$ cat config.mk
export PLATFORM = sky130hd
export DESIGN_NAME = cfg_word_aligner
export DESIGN_NICKNAME = d
export VERILOG_FILES = /design/src/rtl/cfg_align_pkg.sv /design/src/rtl/cfg_align_window.sv /design/src/rtl/cfg_align_packer.sv /design/src/rtl/cfg_align_outreg.sv /design/src/rtl/cfg_word_aligner.sv
export SDC_FILE = /design/constraint.sdc
export NUM_CORES = 1
export LEC_CHECK = 0
export BUFFER_PORTS_ARGS = -buffer_cell sky130_fd_sc_hd__buf_4
export CORE_UTILIZATION = 53
export CTS_CLUSTER_DIAMETER = 120
export DETAILED_ROUTE_END_ITERATION = 16
export MAX_ROUTING_LAYER = met4
export PLACE_DENSITY = 0.76
export SLEW_MARGIN = 25
export SYNTH_ARGS = -nofsm -noshare
export SYNTH_HDL_FRONTEND = slang
export SYNTH_SLANG_ARGS = --single-unit
$ cat constraint.sdc
create_clock -name clk -period 2.4 [get_ports clk]
set_input_delay 0.48 -clock clk [delete_from_list [all_inputs] [get_ports clk]]
set_output_delay 0.48 -clock clk [all_outputs]
set_load 0.005 [all_outputs]
$ cat src/rtl/cfg_align_pkg.sv
package cfg_align_pkg;
  localparam int unsigned BYTE_W = 8;
  localparam int unsigned LANES  = 4;
  localparam int unsigned WORD_W = BYTE_W * LANES;

  typedef logic [BYTE_W-1:0] byte_t;
  typedef logic [WORD_W-1:0] word_t;

  typedef enum logic {MODE_SEEK, MODE_LOCKED} mode_t;

  localparam word_t SYNC_DEFAULT  = 32'hAA99_5566;
  localparam word_t END_DEFAULT   = 32'h0000_000D;
  localparam byte_t FILL_DEFAULT  = 8'hFF;
endpackage

$ cat src/rtl/cfg_align_window.sv
module cfg_align_window
  import cfg_align_pkg::*;
#(
  parameter word_t KEY = SYNC_DEFAULT
) (
  input  logic  clk,
  input  logic  rst_n,
  input  logic  shift,
  input  logic  clear,
  input  byte_t din,
  output logic  full,
  output logic  match,
  output byte_t oldest
);
  localparam int HOLD = LANES - 1;
  localparam int CW   = $clog2(LANES);

  byte_t            hold [HOLD];
  logic [CW-1:0]    cnt;
  logic [LANES-1:0] lane_eq;

  always_ff @(posedge clk or negedge rst_n) begin
    if (!rst_n) begin
      cnt <= '0;
      for (int i = 0; i < HOLD; i++) hold[i] <= '0;
    end else if (clear) begin
      cnt <= '0;
    end else if (shift) begin
      for (int i = 0; i < HOLD - 1; i++) hold[i] <= hold[i+1];
      hold[HOLD-1] <= din;
      if (!full) cnt <= cnt + 1'b1;
    end
  end

  assign full   = (cnt == CW'(HOLD));
  assign oldest = hold[0];

  for (genvar k = 0; k < HOLD; k++) begin : g_lane
    assign lane_eq[k] = (hold[k] == KEY[WORD_W-1-BYTE_W*k -: BYTE_W]);
  end
  assign lane_eq[HOLD] = (din == KEY[BYTE_W-1:0]);

  assign match = full && (&lane_eq);

  AST_WIN_SHIFT_CLEAR: assert property (@(posedge clk) disable iff (!rst_n)
    !(shift && clear)) else $error("window shift and clear together");
endmodule

$ cat src/rtl/cfg_align_packer.sv
module cfg_align_packer
  import cfg_align_pkg::*;
#(
  parameter byte_t FILL = FILL_DEFAULT,
  localparam int PW = $clog2(LANES)
) (
  input  logic          clk,
  input  logic          rst_n,
  input  logic          push,
  input  logic          flush,
  input  byte_t         din,
  output logic [PW-1:0] pos,
  output logic          last,
  output word_t         full_word,
  output word_t         pad_word
);
  localparam int HOLD = LANES - 1;

  byte_t acc [HOLD];

  always_ff @(posedge clk or negedge rst_n) begin
    if (!rst_n) begin
      pos <= '0;
      for (int i = 0; i < HOLD; i++) acc[i] <= '0;
    end else if (flush) begin
      pos <= '0;
    end else if (push) begin
      for (int i = 0; i < HOLD - 1; i++) acc[i] <= acc[i+1];
      acc[HOLD-1] <= din;
      pos <= last ? '0 : pos + 1'b1;
    end
  end

  assign last = (pos == PW'(HOLD));

  for (genvar k = 0; k < HOLD; k++) begin : g_full
    assign full_word[WORD_W-1-BYTE_W*k -: BYTE_W] = acc[k];
  end
  assign full_word[BYTE_W-1:0] = din;

  for (genvar k = 0; k < LANES; k++) begin : g_pad
    logic [PW-1:0] idx;
    assign idx = PW'(HOLD) - pos + PW'(k);
    assign pad_word[WORD_W-1-BYTE_W*k -: BYTE_W] = (PW'(k) < pos) ? acc[idx] : FILL;
  end

  AST_FLUSH_PARTIAL: assert property (@(posedge clk) disable iff (!rst_n)
    flush |-> (pos != '0)) else $error("fill word with nothing collected");
  AST_FLUSH_CLEARS: assert property (@(posedge clk) disable iff (!rst_n)
    flush |=> (pos == '0)) else $error("collected count kept after fill");
  AST_PUSH_XOR_FLUSH: assert property (@(posedge clk) disable iff (!rst_n)
    !(push && flush)) else $error("push during fill");
endmodule

$ cat src/rtl/cfg_align_outreg.sv
module cfg_align_outreg #(
  parameter int W = 32
) (
  input  logic         clk,
  input  logic         rst_n,
  input  logic         load,
  input  logic [W-1:0] din,
  input  logic         ready,
  output logic         valid,
  output logic [W-1:0] data
);
  always_ff @(posedge clk or negedge rst_n) begin
    if (!rst_n) begin
      valid <= 1'b0;
      data  <= '0;
    end else if (load) begin
      valid <= 1'b1;
      data  <= din;
    end else if (ready) begin
      valid <= 1'b0;
    end
  end

  AST_OUT_HOLD: assert property (@(posedge clk) disable iff (!rst_n)
    (valid && !ready) |=> (valid && $stable(data))) else $error("output changed under stall");
  AST_LOAD_WHEN_FREE: assert property (@(posedge clk) disable iff (!rst_n)
    load |-> (!valid || ready)) else $error("output overwritten");
endmodule

$ cat src/rtl/cfg_word_aligner.sv
module cfg_word_aligner
  import cfg_align_pkg::*;
#(
  parameter word_t SYNC_KEY  = SYNC_DEFAULT,
  parameter word_t END_KEY   = END_DEFAULT,
  parameter byte_t FILL_BYTE = FILL_DEFAULT
) (
  input  logic        clk,
  input  logic        rst_n,
  input  logic        byte_valid,
  output logic        byte_ready,
  input  logic [7:0]  byte_data,
  output logic        word_valid,
  input  logic        word_ready,
  output logic [31:0] word_data,
  output logic        locked,
  output logic        stream_end
);
  localparam int PW = $clog2(LANES);

  mode_t         mode_q;
  logic          end_q;
  logic          can_load;
  logic          w_shift, w_clear, w_full, w_match;
  byte_t         w_oldest;
  logic          p_push, p_flush, p_last;
  byte_t         p_din;
  logic [PW-1:0] p_pos;
  word_t         p_word, p_pad;
  logic          ld;
  word_t         ld_data;
  logic          set_lock, clr_lock, pulse_end;

  cfg_align_window #(.KEY(SYNC_KEY)) u_window (
    .clk(clk), .rst_n(rst_n), .shift(w_shift), .clear(w_clear), .din(byte_data),
    .full(w_full), .match(w_match), .oldest(w_oldest)
  );

  cfg_align_packer #(.FILL(FILL_BYTE)) u_packer (
    .clk(clk), .rst_n(rst_n), .push(p_push), .flush(p_flush), .din(p_din),
    .pos(p_pos), .last(p_last), .full_word(p_word), .pad_word(p_pad)
  );

  cfg_align_outreg #(.W(WORD_W)) u_out (
    .clk(clk), .rst_n(rst_n), .load(ld), .din(ld_data), .ready(word_ready),
    .valid(word_valid), .data(word_data)
  );

  assign can_load = !word_valid || word_ready;

  always_comb begin
    byte_ready = 1'b0;
    w_shift    = 1'b0;
    w_clear    = 1'b0;
    p_push     = 1'b0;
    p_flush    = 1'b0;
    p_din      = byte_data;
    ld         = 1'b0;
    ld_data    = p_word;
    set_lock   = 1'b0;
    clr_lock   = 1'b0;
    pulse_end  = 1'b0;
    if (mode_q == MODE_SEEK) begin
      if (!w_full) begin
        byte_ready = 1'b1;
        w_shift    = byte_valid;
      end else if (byte_valid && w_match) begin
        if (p_pos != '0) begin
          p_flush = can_load;
          ld      = can_load;
          ld_data = p_pad;
        end else begin
          byte_ready = can_load;
          if (can_load) begin
            ld       = 1'b1;
            ld_data  = SYNC_KEY;
            w_clear  = 1'b1;
            set_lock = 1'b1;
          end
        end
      end else begin
        p_din      = w_oldest;
        byte_ready = p_last ? can_load : 1'b1;
        if (byte_valid && byte_ready) begin
          w_shift = 1'b1;
          p_push  = 1'b1;
          ld      = p_last;
        end
      end
    end else begin
      byte_ready = p_last ? can_load : 1'b1;
      if (byte_valid && byte_ready) begin
        p_push = 1'b1;
        if (p_last) begin
          ld = 1'b1;
          if (p_word == END_KEY) begin
            clr_lock  = 1'b1;
            pulse_end = 1'b1;
          end
        end
      end
    end
  end

  always_ff @(posedge clk or negedge rst_n) begin
    if (!rst_n) begin
      mode_q <= MODE_SEEK;
      end_q  <= 1'b0;
    end else begin
      end_q <= pulse_end;
      if (set_lock)      mode_q <= MODE_LOCKED;
      else if (clr_lock) mode_q <= MODE_SEEK;
    end
  end

  assign locked     = (mode_q == MODE_LOCKED);
  assign stream_end = end_q;

  AST_LOCK_WITH_SYNC: assert property (@(posedge clk) disable iff (!rst_n)
    $rose(locked) |-> (word_valid && word_data == SYNC_KEY)) else $error("lock without keyword word");
  AST_END_WITH_WORD: assert property (@(posedge clk) disable iff (!rst_n)
    stream_end |-> (word_valid && word_data == END_KEY && !locked)) else $error("end pulse misplaced");
  AST_END_ONE_CYCLE: assert property (@(posedge clk) disable iff (!rst_n)
    stream_end |=> !stream_end) else $error("end pulse too long");
  AST_NO_FILL_LOCKED: assert property (@(posedge clk) disable iff (!rst_n)
    locked |-> !p_flush) else $error("fill while locked");
endmodule

==> summary.txt <==
Layout
  – Number of inserted diodes: 0
  – Most frequent cells in the layout: dfrtp_1, buf_4, nand2_1
  – P&R area growth vs syn: 18.5%
  – Final #Nets: 520
  – Post-layout util: 65.3%
  – Most common cell after layout, fill and taps aside: dfrtp_1
  – Layout cells sized above 1: a little under a third

Timing
  – Worst Skew: 0.0100 ns
  – Final setup margin: -0.243 ns
  – Tcrit/Tclk final: 110%
  – Fin. Hold Viols: 0
  – Tmin final: 2.64 ns
  – # setup viols final: 1
  – Tightest Pin Transition: 0.580 ns
  – Max Slew Vio Count: 0
  – RSZ-0062 raised after global routing: yes
  – Fmax: around 380 MHz
  – Slew HR: 61.2%

Routing
  – Starting DRT DRC Count: between 300 and 400
  – Drt pass-1 iters: 5
  – Final WL: 10900 um
  – Antenna-violating nets left: 0
  – Detailed-route via count: about 3700
  – Via/cell ratio: approximately 6.0
  – Residual DRC: 0
  – WL per Instance: approximately 18 um

Power and ir drop
  – Static leakage: between 2 and 2.5 nW
  – Switching pwr: roughly 0.0020 W
  – Logic pwr share: 39.3%
  – Clk pwr share: approximately 20%
  – Seq pwr share: 40.7%
  – Switch share: 37.4%
  – Tot Pwr: 0.00537 W
  – Max IR drop VDD: 344 uV
  – Internal power: about 0.0034 W
  – Power density cells: 996 mW/mm2

Placement
  – Final GP Congestion: 0.868
  – PortBufs: 47
  – DP HPWL: 7840 um

Critical path
  – CP Capture Type: output port
  – Critical-path maximum fanout: 3
  – CP arrival: 2.16 ns
  – R2R depth: 7
  – Crit path required time: 1.92 ns
  – Reg2reg setup slack: 0.09 ns
  – Setup CP Type: flop to output port
  – Setup crit start kind: flop

Floorplan
  – Die Wd: 94.7 um
  – Io pins: 48
  – Die Span Y: 94.7 um
  – Starting Density: 55.1%
  – Placement row count: 33
  – Die ar.: 0.00896 mm2
  – Core ar.: 0.00826 mm2

GRT
  – Met2 Track Usage GR: a little under half
  – Largest net degree at the start of global routing: 59
  – Vias in the first global route: around 3600
  – Met3 usage: 3.62%
  – Initial antenna violation count: 0
  – GRT Total Usage: 27.3%
  – Remaining Overflow, GRT: 0
  – GRT busiest layer: met2
  – First-pass GRT wire length: roughly 18000 um
  – Grt met1 use: 32.7%

Clock network
  – Clock root cell: clkbuf_8
  – Clock slew at reported path FFs: 0.10 ns
  – Clock buffer depth: 2
  – Worst skew pair latency: 0.37 ns
  – Inserted Clock Buffers: 9
  – H-Tree Depth: 3
  – CTS Sinks: 87
  – CTS tree: yes

Logic synthesis
  – Seq cells post-synth: 87
  – Gate Count Post-Synth: 443
  – Net Count, Synth: 459
  – Async S/R FF share, synth: 100%
  – Sequential area share after synthesis: 47.8%
  – Distinct cells, synth: 54
  – Post-synth EDFFs: 0
  – Synth Flop Type: dfrtp_1
  – Syn Area/Cell: just over 10 um2
  – Synth warnings: 0
  – Synth Cell Area: 0.00455 mm2
  – Synth area leaders: dfrtp_1, mux2_2, nand2_1, nor2_1, mux2i_1
  – Top-area cell type share of the netlist area: 47.8%
  – Yosys top cell by area: dfrtp_1

Outcome
  – Failing checks: setup timing
  – Status: complete, but fails checks

Run
  – Max-capacitance violation count: 0

Min path
  – Min-delay worst type: primary input to asynchronous set/reset pin
-- per-layer routing --
layer | vias up | routed length (um)
met1 | 1795 | 4490
met3 | 30 | 571
met5 | - | 0
met2 | 145 | 5510
li1 | 1714 | -
met4 | 0 | 312
-- stage by stage --
step	setup TNS, ns	worst slack, ns	hold slack [ns]	cells	area, um2
finish	-0.243	-0.243	0.0227	614	5390
global route	-0.390	-0.390	0.0512	614	5390
CTS	-0.262	-0.262	0.0367	614	5380
detailed placement	-4.71	-0.121	0.438	597	5160
global placement	-2.03	-0.0945	0.429	597	5160
floorplan	0	0.00249	0.184	443	4550
-- critical path: stages, from the launching register on --
cell and delay [ns]:
dfrtp_1 0.41, or4b_4 0.54, or2_4 0.30, nor4_4 0.15, nor2_1 0.07, nor2_1 0.09
o22ai_1 0.09, buf_4 0.15
-- cell usage after synthesis (3+ instances only) --
master and n:
dfrtp_1 87, nand2_1 66, mux2_2 52, nor2_1 39
a21oi_1 22, o21ai_0 21, mux2i_1 13, a31oi_1 12
nor2b_1 10, nor4_1 9, inv_1 8, buf_2 7
clkbuf_1 7, nand3_1 7, nand2b_1 5, nor3_1 5
o21ai_1 5, o22ai_1 5, o31ai_2 5, a2bb2oi_1 4
ha_1 4, o211ai_1 4, buf_1 3, buf_4 3
buf_6 3, nand4_1 3, o2111ai_1 3
-- cells by family after synthesis --
family / count (synthesis) / synth area share [%]
AO/OA/AOI/OAI: 92 / 13.4
XOR/XNOR: 1 / 0.193
adder cells (fa/ha/maj): 4 / 1.10
buffers and inverters: 33 / 3.93
flip-flops: 87 / 47.8
multiplexers: 65 / 15.7
AND/OR/NAND/NOR: 161 / 17.8
-- final timing paths --
kind | from | to
min in group clk | byte_data[3] | u_window.hold[3]
worst min-delay path | rst_n | u_out.data[25]
worst min register to register | u_out.data[0] | u_out.data[0]
max in group asynchronous | rst_n | u_window.oldest[0]
worst max register to register | u_window.hold[10] | u_out.data[0]
worst max-delay path | u_window.hold[10] | byte_ready
-- registers in the layout, summed over array words and instances, names as in the netlist --
signal	cells
u_out.valid	1
u_window.cnt	2
stream_end	1
u_out.data	32
u_packer.pos	2
u_window.hold	16
u_window.oldest	8
locked	1
u_packer.full_word	24
-- cell type report --
cell class	count	area (um2)
Fill cell	694	2870
Multi-Input combinational cell	323	2210
Sequential cell	87	2180
Timing Repair Buffer	75	638
Tap cell	105	131
Clock buffer	9	124
Clock inverter	7	80.1
Inverter	8	30.0
-- what timing repair did --
action / 4_1_cts / 5_1_grt
hold buffers: 0 / 0
resized for setup: 1 / 3
setup buffers: 1 / 0
gates cloned: 0 / 0
setup endpoints to repair: 1 / 11
pin swaps: 3 / 2
-- power groups by stage --
stage	clock network, W	logic [W]	registers, W
finish	0.00108	0.00211	0.00219
global placement	0	0.00204	0.00218
detailed placement	0	0.00211	0.00220
floorplan	0	0.00131	0.00214
CTS	0.00109	0.00211	0.00218
global route	0.00115	0.00236	0.00223
(Power assumes the default switching activity.)
